===== config.mk =====
export PLATFORM = sky130hd
export DESIGN_NAME = spi_regbus_bridge
export DESIGN_NICKNAME = d
export VERILOG_FILES = /design/src/rtl/spib_pkg.sv /design/src/rtl/spib_sync.sv /design/src/rtl/spib_rx.sv /design/src/rtl/spib_seq.sv /design/src/rtl/spi_regbus_bridge.sv
export SDC_FILE = /design/constraint.sdc
export NUM_CORES = 1
export LEC_CHECK = 0
export BUFFER_PORTS_ARGS = -buffer_cell sky130_fd_sc_hd__buf_2
export CAP_MARGIN = 30
export CORE_MARGIN = 2
export CORE_UTILIZATION = 29
export DETAILED_ROUTE_END_ITERATION = 16
export PLACE_DENSITY = 0.49
export SETUP_SLACK_MARGIN = 0.02
export SYNTH_ARGS = -nofsm -noshare
export SYNTH_HDL_FRONTEND = slang
export SYNTH_SLANG_ARGS = --single-unit

===== constraint.sdc =====
create_clock -name clk -period 3.6 [get_ports clk]
set_clock_uncertainty 0.2 [all_clocks]
set_input_delay 0.18 -clock clk [delete_from_list [all_inputs] [get_ports clk]]
set_output_delay 0.18 -clock clk [all_outputs]
set_load 0.1 [all_outputs]

===== src/rtl/spib_pkg.sv =====
package spib_pkg;
  localparam int WORD_W = 32;
  localparam int CNT_W  = 7;
  localparam logic [3:0] OPC_READ  = 4'hA;
  localparam logic [3:0] OPC_WRITE = 4'hB;

  typedef enum logic [2:0] {
    ST_CMD, ST_WRITE, ST_FETCH, ST_READ, ST_HOLD
  } seq_state_t;

  typedef struct packed {
    logic [15:0]      addr;
    logic [3:0]       opc;
    logic             inc;
    logic [CNT_W-1:0] cnt;
    logic [3:0]       spare;
  } cmd_t;
endpackage


===== src/rtl/spib_sync.sv =====
module spib_sync #(
  parameter int         W       = 1,
  parameter int         STAGES  = 2,
  parameter logic [W-1:0] RST_VAL = '0
) (
  input  logic         clk,
  input  logic         rst_n,
  input  logic [W-1:0] din,
  output logic [W-1:0] dout
);
  logic [W-1:0] stage_q [STAGES];

  for (genvar g = 0; g < STAGES; g++) begin : g_stage
    if (g == 0) begin : g_first
      always_ff @(posedge clk or negedge rst_n)
        if (!rst_n) stage_q[g] <= RST_VAL;
        else        stage_q[g] <= din;
    end else begin : g_next
      always_ff @(posedge clk or negedge rst_n)
        if (!rst_n) stage_q[g] <= RST_VAL;
        else        stage_q[g] <= stage_q[g-1];
    end
  end

  assign dout = stage_q[STAGES-1];
endmodule


===== src/rtl/spib_rx.sv =====
module spib_rx
  import spib_pkg::*;
(
  input  logic              clk,
  input  logic              rst_n,
  input  logic              sclk_s,
  input  logic              mosi_s,
  input  logic              cs_n_s,
  output logic              fall,
  output logic              word_ok,
  output logic [WORD_W-1:0] word
);
  localparam int BC_W = $clog2(WORD_W);

  logic              sclk_d;
  logic              rise;
  logic [WORD_W-2:0] shreg_q;
  logic [BC_W-1:0]   bit_cnt;

  assign rise    = sclk_s & ~sclk_d;
  assign fall    = ~sclk_s & sclk_d;
  assign word_ok = rise && !cs_n_s && (bit_cnt == BC_W'(WORD_W-1));
  assign word    = {shreg_q, mosi_s};

  always_ff @(posedge clk or negedge rst_n) begin
    if (!rst_n) begin
      sclk_d  <= 1'b0;
      shreg_q <= '0;
      bit_cnt <= '0;
    end else begin
      sclk_d <= sclk_s;
      if (cs_n_s) begin
        bit_cnt <= '0;
      end else if (rise) begin
        shreg_q <= {shreg_q[WORD_W-3:0], mosi_s};
        bit_cnt <= bit_cnt + 1'b1;
      end
    end
  end

  // a deselect always leaves the bit counter cleared
  assert_bitcnt_clear_R8: assert property (@(posedge clk) disable iff (!rst_n)
    $past(cs_n_s) |-> bit_cnt == '0);
endmodule


===== src/rtl/spib_seq.sv =====
module spib_seq
  import spib_pkg::*;
#(
  parameter logic [15:0] ADDR_STEP = 16'd4,
  parameter logic [15:0] ID_ADDR   = 16'hFF00,
  parameter logic [31:0] ID_WORD   = 32'h4B1D_E2A7
) (
  input  logic              clk,
  input  logic              rst_n,
  input  logic              cs_n_s,
  input  logic              fall,
  input  logic              word_ok,
  input  logic [WORD_W-1:0] word,
  input  logic [WORD_W-1:0] bus_rdata,
  output logic [15:0]       bus_addr,
  output logic [WORD_W-1:0] bus_wdata,
  output logic              bus_wr,
  output logic              bus_rd,
  output logic              miso
);
  seq_state_t        state_q;
  cmd_t              cmd;
  logic [15:0]       addr_q;
  logic              inc_q;
  logic [CNT_W-1:0]  left_q;
  logic [WORD_W-1:0] tx_q;
  logic [WORD_W-1:0] wdata_q;
  logic              wr_q;
  logic              miso_q;

  assign cmd       = cmd_t'(word);
  assign bus_addr  = addr_q;
  assign bus_wdata = wdata_q;
  assign bus_wr    = wr_q;
  assign bus_rd    = (state_q == ST_FETCH) && (addr_q != ID_ADDR);
  assign miso      = miso_q;

  always_ff @(posedge clk or negedge rst_n) begin
    if (!rst_n) begin
      state_q <= ST_CMD;
      addr_q  <= '0;
      inc_q   <= 1'b0;
      left_q  <= '0;
      tx_q    <= '0;
      wdata_q <= '0;
      wr_q    <= 1'b0;
      miso_q  <= 1'b0;
    end else begin
      wr_q <= 1'b0;
      if (wr_q && inc_q) addr_q <= addr_q + ADDR_STEP;
      if (cs_n_s) begin
        state_q <= ST_CMD;
        left_q  <= '0;
        miso_q  <= 1'b0;
      end else begin
        unique case (state_q)
          ST_CMD: if (word_ok) begin
            addr_q <= cmd.addr;
            inc_q  <= cmd.inc;
            left_q <= cmd.cnt;
            if (cmd.cnt == '0)              state_q <= ST_HOLD;
            else if (cmd.opc == OPC_READ)   state_q <= ST_FETCH;
            else if (cmd.opc == OPC_WRITE)  state_q <= ST_WRITE;
            else                            state_q <= ST_HOLD;
          end
          ST_WRITE: if (word_ok) begin
            wr_q    <= 1'b1;
            wdata_q <= word;
            left_q  <= left_q - 1'b1;
            if (left_q == CNT_W'(1)) state_q <= ST_HOLD;
          end
          ST_FETCH: begin
            tx_q    <= (addr_q == ID_ADDR) ? ID_WORD : bus_rdata;
            left_q  <= left_q - 1'b1;
            if (inc_q) addr_q <= addr_q + ADDR_STEP;
            state_q <= ST_READ;
          end
          ST_READ: begin
            if (fall) begin
              miso_q <= tx_q[WORD_W-1];
              tx_q   <= {tx_q[WORD_W-2:0], 1'b0};
            end
            if (word_ok) state_q <= (left_q != '0) ? ST_FETCH : ST_HOLD;
          end
          default: if (fall) miso_q <= 1'b0;
        endcase
      end
    end
  end

  assert_strobe_exclusive_R3: assert property (@(posedge clk) disable iff (!rst_n)
    !(bus_wr && bus_rd));
  assert_idle_quiet_R1: assert property (@(posedge clk) disable iff (!rst_n)
    (cs_n_s && $past(cs_n_s)) |-> (!bus_wr && !bus_rd && !miso));
  assert_miso_on_fall_R5: assert property (@(posedge clk) disable iff (!rst_n)
    (miso_q != $past(miso_q)) |-> ($past(fall) || $past(cs_n_s)));
  assert_fetch_before_bits_R10: assert property (@(posedge clk) disable iff (!rst_n)
    fall |-> state_q != ST_FETCH);
  assert_hold_no_write_R6: assert property (@(posedge clk) disable iff (!rst_n)
    (state_q == ST_HOLD && $past(state_q == ST_HOLD)) |-> !bus_wr);
endmodule


===== src/rtl/spi_regbus_bridge.sv =====
module spi_regbus_bridge
  import spib_pkg::*;
#(
  parameter int          SYNC_STAGES = 2,
  parameter logic [15:0] ADDR_STEP   = 16'd4,
  parameter logic [15:0] ID_ADDR     = 16'hFF00,
  parameter logic [31:0] ID_WORD     = 32'h4B1D_E2A7
) (
  input  logic        clk,
  input  logic        rst_n,
  input  logic        spi_sclk,
  input  logic        spi_cs_n,
  input  logic        spi_mosi,
  output logic        spi_miso,
  output logic [15:0] bus_addr,
  output logic [31:0] bus_wdata,
  output logic        bus_wr,
  output logic        bus_rd,
  input  logic [31:0] bus_rdata
);
  logic [2:0]        pins_s;
  logic              fall, word_ok;
  logic [WORD_W-1:0] word;

  spib_sync #(.W(3), .STAGES(SYNC_STAGES), .RST_VAL(3'b100)) u_sync (
    .clk(clk), .rst_n(rst_n),
    .din({spi_cs_n, spi_sclk, spi_mosi}), .dout(pins_s));

  spib_rx u_rx (
    .clk(clk), .rst_n(rst_n),
    .sclk_s(pins_s[1]), .mosi_s(pins_s[0]), .cs_n_s(pins_s[2]),
    .fall(fall), .word_ok(word_ok), .word(word));

  spib_seq #(.ADDR_STEP(ADDR_STEP), .ID_ADDR(ID_ADDR), .ID_WORD(ID_WORD)) u_seq (
    .clk(clk), .rst_n(rst_n), .cs_n_s(pins_s[2]),
    .fall(fall), .word_ok(word_ok), .word(word), .bus_rdata(bus_rdata),
    .bus_addr(bus_addr), .bus_wdata(bus_wdata),
    .bus_wr(bus_wr), .bus_rd(bus_rd), .miso(spi_miso));
endmodule


# Word level (Yosys, flattened, before mapping)
# Cells that the tools add are included.
[word_totals]
reg_bits = 136
out_inout_bits = 51
inputBits = 37
word_cells = 88
[classes]
bitwise_logic = 5
n_eq_ne = 15
reduce_logical = 21
mux = 31
n_addsub = 3
[op_table]
columns = ["operator", "n"]
rows = [
  ["$mux W16", 4],
  ["$mux W32", 2],
  ["$pmux W32 S2", 1],
  ["$pmux W16 S2", 1],
  ["$mux W3", 9],
  ["$mux W7", 3],
  ["$pmux W7 S3", 1],
  ["$add A16 B3 Y16 const B", 1],
  ["$eq A16 B16 Y1 const B", 1],
  ["$ne A16 B16 Y1 const B", 1],
  ["$pmux W3 S4", 1],
  ["$reduce_and A3 Y1", 4],
  ["$mux W5", 2],
  ["$ne A3 B3 Y1 const B", 3],
  ["$eq A4 B4 Y1 const B", 2],
  ["$eq A7 B1 Y1 const B", 1],
  ["$logic_not A7 Y1", 1],
  ["$reduce_bool A7 Y1", 1],
  ["$sub A7 B1 Y7 const B", 1],
  ["$eq A3 B2 Y1 const B", 2],
  ["$mux W1", 6],
  ["$reduce_bool A2 Y1", 3],
  ["$add A5 B1 Y5 const B", 1],
  ["$eq A5 B5 Y1 const B", 1],
  ["15 further kinds", 22],
]

# Logic depth before layout (Yosys ltp)
# Gate-level depths: netlist of run 1.
[logic_depth]
depth_word = 7
ltp_mapped = 8
depth_no_buf = 8

# Cells and area by module
# From an unflattened synthesis of run 1, not the netlist that was laid out.
[unflattened]
hier_cells = 661
hier_area_um2 = 6696.4
[by_module_without_submodules]
columns = ["mod", "area_per_inst_um2", "seq_area_each_um2", "n_inst", "cells_each"]
rows = [
  ["spib_seq", 4907.2, 2327.2, 1, 559],
  ["spib_rx", 1614.0, 925.9, 1, 93],
  ["spib_sync", 175.2, 152.6, 1, 9],
]

# Worst setup path after synthesis of run 1
# OpenSTA, ideal clock, no wires.
[synth_timing]
path_kind = "flip-flop to output port"
startpoint = "reg u_seq.addr_q[2], in the netlist u_seq.bus_addr[2]"
endpoint = "out bus_rd"
path_buffers = 1
setup_slack_ps = 204
path_stages_with_launch = 7
t_required_ps = 3220
arrival_ps = 3016
cell_sequence = "dfrtp_1 > inv_1 > ha_1 > nand4_1 > nor3_4 > buf_4 > nor2_1"
[synth_via]
elab_chain_cells = 2
[synth_rtl]
columns = ["item", "line_no", "source"]
rows = [
  ["start: declaration", "spib_seq.sv:23", "logic [15:0] addr_q;"],
  ["start signal: assignment", "spib_seq.sv:50", "if (wr_q && inc_q) addr_q <= addr_q + ADDR_STEP;"],
  ["start signal: assignment", "spib_seq.sv:58", "addr_q <= cmd.addr;"],
  ["start signal: assignment", "spib_seq.sv:75", "if (inc_q) addr_q <= addr_q + ADDR_STEP;"],
  ["$ne A16 B16 Y1", "spib_seq.sv:35", "assign bus_rd = (state_q == ST_FETCH) && (addr_q != ID_ADDR);"],
  ["$logic_and A1 B1 Y1", "spib_seq.sv:35", ""],
  ["end: declaration", "spi_regbus_bridge.sv:18", "output logic bus_rd,"],
]
# No other way between the ends.

# Final worst setup path of run 1
[layout_timing]
startpoint = "reg u_seq.addr_q[6], in the netlist u_seq.bus_addr[6]"
endpoint = "out bus_rd"
# Same word-level chain as after synthesis.

==> qor.yml, run 1 <==
yosys:
  syn-cell-area_mm2: 0.00658
  synthCells: 613
  yosys.cell_count.top_type: "dfrtp_1"
  synth_top_area_share_pct: 51.0
  synth_simple_gate_area_share_pct: 15.0
  synth_xor_area_share_pct: 3.33
  yosys.area.top_type: "dfrtp_1"
  syn_nets: 657
  synthFlopType: "dfrtp_1"
  synthAdderAreaFrac_pct: 1.33
  ys_seq_elements: 136
  synth.area.mux_share_pct: 12.2
  synth_compound_area_share_pct: 12.6
  async_flop_share_pct: 100
  seq_area_frac_synth_pct: 51.8
  synth_top_family_by_area: "simple AND/OR/NAND/NOR gates"
  yosysWarnings: 0
  synthTopCellsByArea: "dfrtp_1 51%, mux2_2 11%, nand2_1 4.6%"
  synth.distinct_cells: 54
  avgSynthCellArea_um2: 10.7
  synth_edf_count: 0
  synth_common_cells: "134 x dfrtp_1, 80 x nand2_1, 63 x mux2_2"
power_and_ir_drop:
  swShare_pct: 23.6
  power.switching_uw: 910
  power.density_mw_per_mm2: 467
  pwr-share-clk_pct: 50.7
  p_leak_uw: 0.00392
  power_frac_seq_pct: 42.9
  internal-power_uw: 2950
  ir_drop_uv: 269
  pwr-share-comb_pct: 6.4
  finalPower_uw: 3860
grt:
  grt_pass1_wl_mm: 26.8
  grt_usage_pct: 14.1
  overflow: 0
  antenna_found_initial: 0
  grt_pass1_vias: 5163
  grt_max_degree: 84
critical_path:
  critPathArrivalTime_ns: 2.31
  crit_path_max_fanout: 33
  path_buf_inv: 2
  critPathTopFamily: "simple AND/OR/NAND/NOR gates"
  end_kind: "output port"
  crit_path_cell_trace: "nor4_2 > nand4_1 > nor3_4 > buf_4 > nor2_1 > buf_2"
  worstPathRequired_ns: 3.22
  critPathSlowestCell: "dfrtp_1"
  r2r_cells: 7
  worstReg2RegEnd: "u_seq.bus_wdata[12]"
  critPathKind: "reg2out"
  startpoint_type: "flip-flop"
  critical-path-max-stage-delay_ns: 0.50
  rr_startpoint: "u_rx.bit_cnt[0]"
  rrSetupSlack_ns: 0.98
  crit_start: "u_seq.bus_addr[6]"
job:
  maxCapViolCount: 0
placement:
  hpwl_mm: 10.8
  place_area_mm2: 0.00727
  gp_congestion: 0.845
  place_ws_ns: 0.976
  io_buffers: 87
route:
  first_pass_iters: 4
  drt-total-wl_mm: 16.2
  num_vias: 5010
  ant_nets: 0
  wl_per_cell_um: 15.9
  drt_iter0_drc: 265
  drcViolationCount: 0
  vias_per_cell: 4.91
die:
  core_mm2: 0.0224
  die_y_um: 155
  num_rows: 55
  die_w_um: 155
  boundaryPins: 88
  start_util_pct: 29.3
  fp.dieArea_mm2: 0.0239
timing:
  period_share_pct: 74.7
  rsz0062_at_grt: "no"
  setup_tns_ns: 0
  hold_ws_ns: 0.00794
  hold_viol_final: 0
  worst_pin_slew_ns: 0.782
  max_freq_ghz: 0.372
  min_period_ns: 2.69
  setup_violations: 0
  drv_slew: 0
  fin_ws_ns: 0.910
  slew_headroom_pct: 47.9
final_layout:
  fillCellCount: 2222
  nets: 767
  syn2layout_area_growth_pct: 25.7
  layout-drive-gt1-share_pct: 28.7
  stdcell_area_mm2: 0.00827
  num_antenna_cells: 0
hold_path:
  min_delay_path_depth: 4
  hp-start: "bus_rdata[21]"
  whs_endpoint: "u_seq.tx_q[21]"
  hold_path.class: "in2reg"
clocking:
  path_clk_slew_ns: 0.06
  cts_buffer_depth: 2
  clock_latency_ns: 0.42
  cts_sinks: 136
  cts_resized: 0
  htree_levels: 4
  root_buffer: "clkbuf_16"
  cts_tree: "yes"
  cts_buffers: 17
status:
  status: "completed"
-- flip-flops by register name (all words and copies together) (netlist names), 3 cells and up --
| register | flops |
|---|---|
| u_sync.stage_q | 3 |
| u_rx.shreg_q | 31 |
| u_seq.tx_q | 32 |
| u_seq.bus_addr | 16 |
| u_seq.bus_wdata | 32 |
| u_seq.left_q | 7 |
| u_sync.dout | 3 |
| u_rx.bit_cnt | 5 |
| u_seq.state_q | 3 |
-- cells in the final DEF (no fill, tap or decap), drive strengths merged, types with 3 or more instances in the layout --
master / count
nor2: 44
mux2i: 9
o31ai: 16
nor2b: 4
buf: 95
nand2b: 6
a2bb2oi: 17
xor2: 9
and3: 4
a32oi: 3
a21oi: 18
dfrtp: 134
nand2: 80
a22oi: 5
clkinv: 3
clkbuf: 17
o21ai: 28
nor3: 24
nand3b: 4
inv: 20
nand3: 10
nand4: 9
xnor2: 16
ha: 7
dlygate4sd3: 34
o22ai: 14
bufinv: 5
or3: 4
mux2: 63
nor4: 9
-- final cells by class --
type | count | area (µm²) | area share (%)
flip-flops and latches | 136 | 3410 | 41.2
clock buffers | 17 | 425 | 5.14
inverters | 14 | 52.6 | 0.635
repair buffers | 129 | 855 | 10.3
multi-input cells | 425 | 2940 | 35.5
clock inverters | 15 | 238 | 2.87
well taps | 285 | 357 | 4.31
-- worst max path at each step --
stage                                     end  slack [ns]  depth (start not counted)
after global routing                   bus_rd        0.75                          6
final                                  bus_rd        0.91                          6
after detailed placement  u_seq.bus_wdata[23]        0.98                          7
after floorplan                        bus_rd        0.20                          6
after global placement    u_seq.bus_wdata[25]        1.05                          7
after CTS                              bus_rd        0.88                          6
-- layer usage --
layer | track usage, % | vias to the layer above | routed length (µm)
li1 | - | 2401 | -
met1 | 19.3 | 2479 | 7880
met4 | 4.10 | 0 | 119
met3 | 3.84 | 9 | 902
met5 | 0 | - | 0
met2 | 21.9 | 121 | 7340
-- logic make-up after synthesis --
family                     after synthesis
and+or+nand+nor                        205
adders and majority gates                7
xor gates and xnor gates                25
muxes                                   72
buffers and inverters                   52
AOI/OAI and AO/OA                      116
DFF                                    136
-- power groups by stage --
stage | Sequential (µW) | Combinational, µW | Clock [µW]
after floorplan | 1670 | 131 | 0
after global placement | 1680 | 219 | 0
after detailed placement | 1680 | 222 | 0
after CTS | 1660 | 253 | 2020
after global routing | 1670 | 274 | 2080
final | 1660 | 247 | 1960
-- worst register-to-register path, delay by kind of cell (launching register included) --
kind                     cells  cell delay, ns
AND/OR/NAND/NOR              3            0.57
multiplexers                 1            0.40
buffers and inverters        1            0.43
adder cells (fa/ha/maj)      2            0.49
flip-flops                   1            0.41
-- stage by stage --
stage | util [%] | cells
floorplan | - | 613
global placement | 32.4 | 955
detailed placement | 32.4 | 955
CTS | 36.9 | 1021
global route | 36.9 | 1021
finish | 36.9 | 1021
-- timing repair --
action | CTS | global route
endpoints found under the setup margin | 0 | 0
buffers inserted | 0 | 0
hold buffers | 34 | 0
hold endpoints to repair | 115 | 0
(Power assumes the default switching activity.)
==> run 2, diff against run 1 <==
PLACE_DENSITY = 0.5   (was 0.49)
clock period = 2.2 ns   (was 3.6 ns; I/O delays follow)
==> run 2 against run 1 <==
  * The flow now finishes with violations (setup timing)
  * Critical path depth unchanged
  * Cell count increased by 4.0%
  * Worst setup slack got worse by 0.97 ns
  * Clock power increased by 42%
  * Worst hold slack improved by 0.058 ns
  * Sequential share of layout area decreased by 3.1 points
  * Design area increased by 9.2%
  * Total power increased by 54%
  * Highest routed layer unchanged
==> qor.yml, run 2 (synthesized netlist as in run 1, its figures left out) <==
status:
  status: "complete, but fails checks"
  violations: "setup timing"
die:
  start_util_pct: 29.3
  num_rows: 55
  die_y_um: 155
  die_w_um: 155
  boundaryPins: 88
  fp.dieArea_mm2: 0.0239
  core_mm2: 0.0224
route:
  drt-total-wl_mm: 17.9
  vias_per_cell: 4.93
  drt_iter0_drc: 285
  num_vias: 5238
  first_pass_iters: 4
  ant_nets: 0
  wl_per_cell_um: 16.8
  drcViolationCount: 0
final_layout:
  fillCellCount: 2130
  num_antenna_cells: 0
  final_common_cell: "dfrtp_1"
  nets: 808
  multiInputGateArea_mm2: 0.00325
  layout_common_cells: "119 x dfrtp_1, 85 x buf_2, 79 x nand2_1, 42 x nor2_1, 36 x dlygate4sd3_1"
  seqCellArea_mm2: 0.00344
  syn2layout_area_growth_pct: 37.3
  layout-drive-gt1-share_pct: 37.7
critical_path:
  crit_path_max_fanout: 2
  rr_startpoint: "u_rx.bit_cnt[0]"
  r2r_cells: 8
  critPathArrivalTime_ns: 1.95
  worstPathRequired_ns: 1.89
  crit_start: "u_seq.bus_addr[6]"
  worstReg2RegEnd: "u_seq.bus_wdata[15]"
  cp-endpoint: "bus_rd"
  end_kind: "output port"
  startpoint_type: "flip-flop"
  rrSetupSlack_ns: -0.02
  critPathKind: "reg2out"
timing:
  slew_headroom_pct: 56.9
  period_share_pct: 103
  max_freq_ghz: 0.442
  rsz0062_at_grt: "yes"
  drv_slew: 0
  setup_violations: 13
  hold_viol_final: 0
  fin_ws_ns: -0.0607
  setup_tns_ns: -0.233
  min_period_ns: 2.26
  worst_pin_slew_ns: 0.646
clocking:
  cts_buffer_depth: 2
  clock_latency_ns: 0.42
  cts_buffers: 17
  cts_tree: "yes"
  cts_sinks: 136
  htree_levels: 4
  root_buffer: "clkbuf_16"
  path_clk_slew_ns: 0.06
power_and_ir_drop:
  ir_drop_uv: 370
  power.density_mw_per_mm2: 658
  p_leak_uw: 0.00425
  finalPower_uw: 5940
placement:
  hpwl_mm: 11.5
  place_ws_ns: -0.0846
  gp_congestion: 0.873
  io_buffers: 87
grt:
  overflow: 0
  grt_pass1_vias: 5303
  grt_max_degree: 64
  grt_usage_pct: 14.9
  grt_pass1_wl_mm: 28.1
  antenna_found_initial: 0
job:
  maxCapViolCount: 0
hold_path:
  hold_path.class: "in2async"
==> run 2: cell types whose count changed in the layout (fill, tap and decap cells not counted), sizes merged <==
cell / previous run / this run
buf: 95 / 131
clkinv: 3 / 4
clkinvlp: 1 / 3
clkbuf: 17 / 21
dlygate4sd3: 34 / 36
bufinv: 5 / 1
==> run 2: layer usage <==
layer | GRT usage (%) | up-vias | wire length [µm]
li1 | - | 2502 | -
met1 | 19.5 | 2615 | 8350
met2 | 24.9 | 107 | 8720
met3 | 3.25 | 14 | 600
met4 | 4.10 | 0 | 208
met5 | 0 | - | 0
==> run 2: worst min path at each step <==
stage	to	cells after the start	from	slack [ns]
final	u_seq.bus_wdata[23]	2	rst_n	0.07
after CTS	u_rx.shreg_q[24]	2	rst_n	0.09
after floorplan	u_rx.bit_cnt[0]	0	rst_n	-0.39
after global placement	u_rx.shreg_q[22]	1	rst_n	-0.04
after detailed placement	u_seq.bus_wdata[23]	1	rst_n	-0.04
after global routing	u_sync.stage_q[5]	2	spi_cs_n	0.12
==> run 2: repair_timing <==
action | 4_1_cts | 5_1_grt
gates resized for setup | 12 | 46
pin swaps | 2 | 3
hold buffers | 36 | 0
setup buffers | 5 | 2
hold endpoints to repair | 154 | 0
cloned | 2 | 4
endpoints found under the setup margin | 40 | 69
==> run 2: metrics by stage <==
| step | area, µm² | hold WS (ns) | util [%] | std cells |
|---|---|---|---|---|
| final | 9030 | 0.0656 | 40.2 | 1062 |
| after global placement | 7700 | -0.0437 | 34.3 | 982 |
| after detailed placement | 7700 | -0.0353 | 34.3 | 982 |
| after floorplan | 6750 | -0.386 | - | 613 |
| after CTS | 8730 | 0.0872 | 38.9 | 1057 |
| after global routing | 9030 | 0.118 | 40.2 | 1062 |
==> run 2: where the power goes <==
group,leakage (µW),switching [µW],internal (µW)
clock,0.000272,1200,1580
combinational,0.00231,234,239
sequential,0.00167,103,2590
==> run 2: cell type report <==
cell class | instances | share of cell area (%)
Multi-Input combinational cell | 425 | 36.0
Clock inverter | 14 | 1.52
Sequential cell | 136 | 38.1
Tap cell | 285 | 3.95
Inverter | 14 | 0.582
Clock buffer | 18 | 4.75
Timing Repair Buffer | 170 | 15.2
==> run 2: critical path: stages, from the launching register on <==
cell and delay [ns]:
dfrtp_4 0.49, nor4_4 0.31, nand4_1 0.19, nor3_4 0.20
buf_12 0.14, nor2_4 0.03, buf_12 0.17
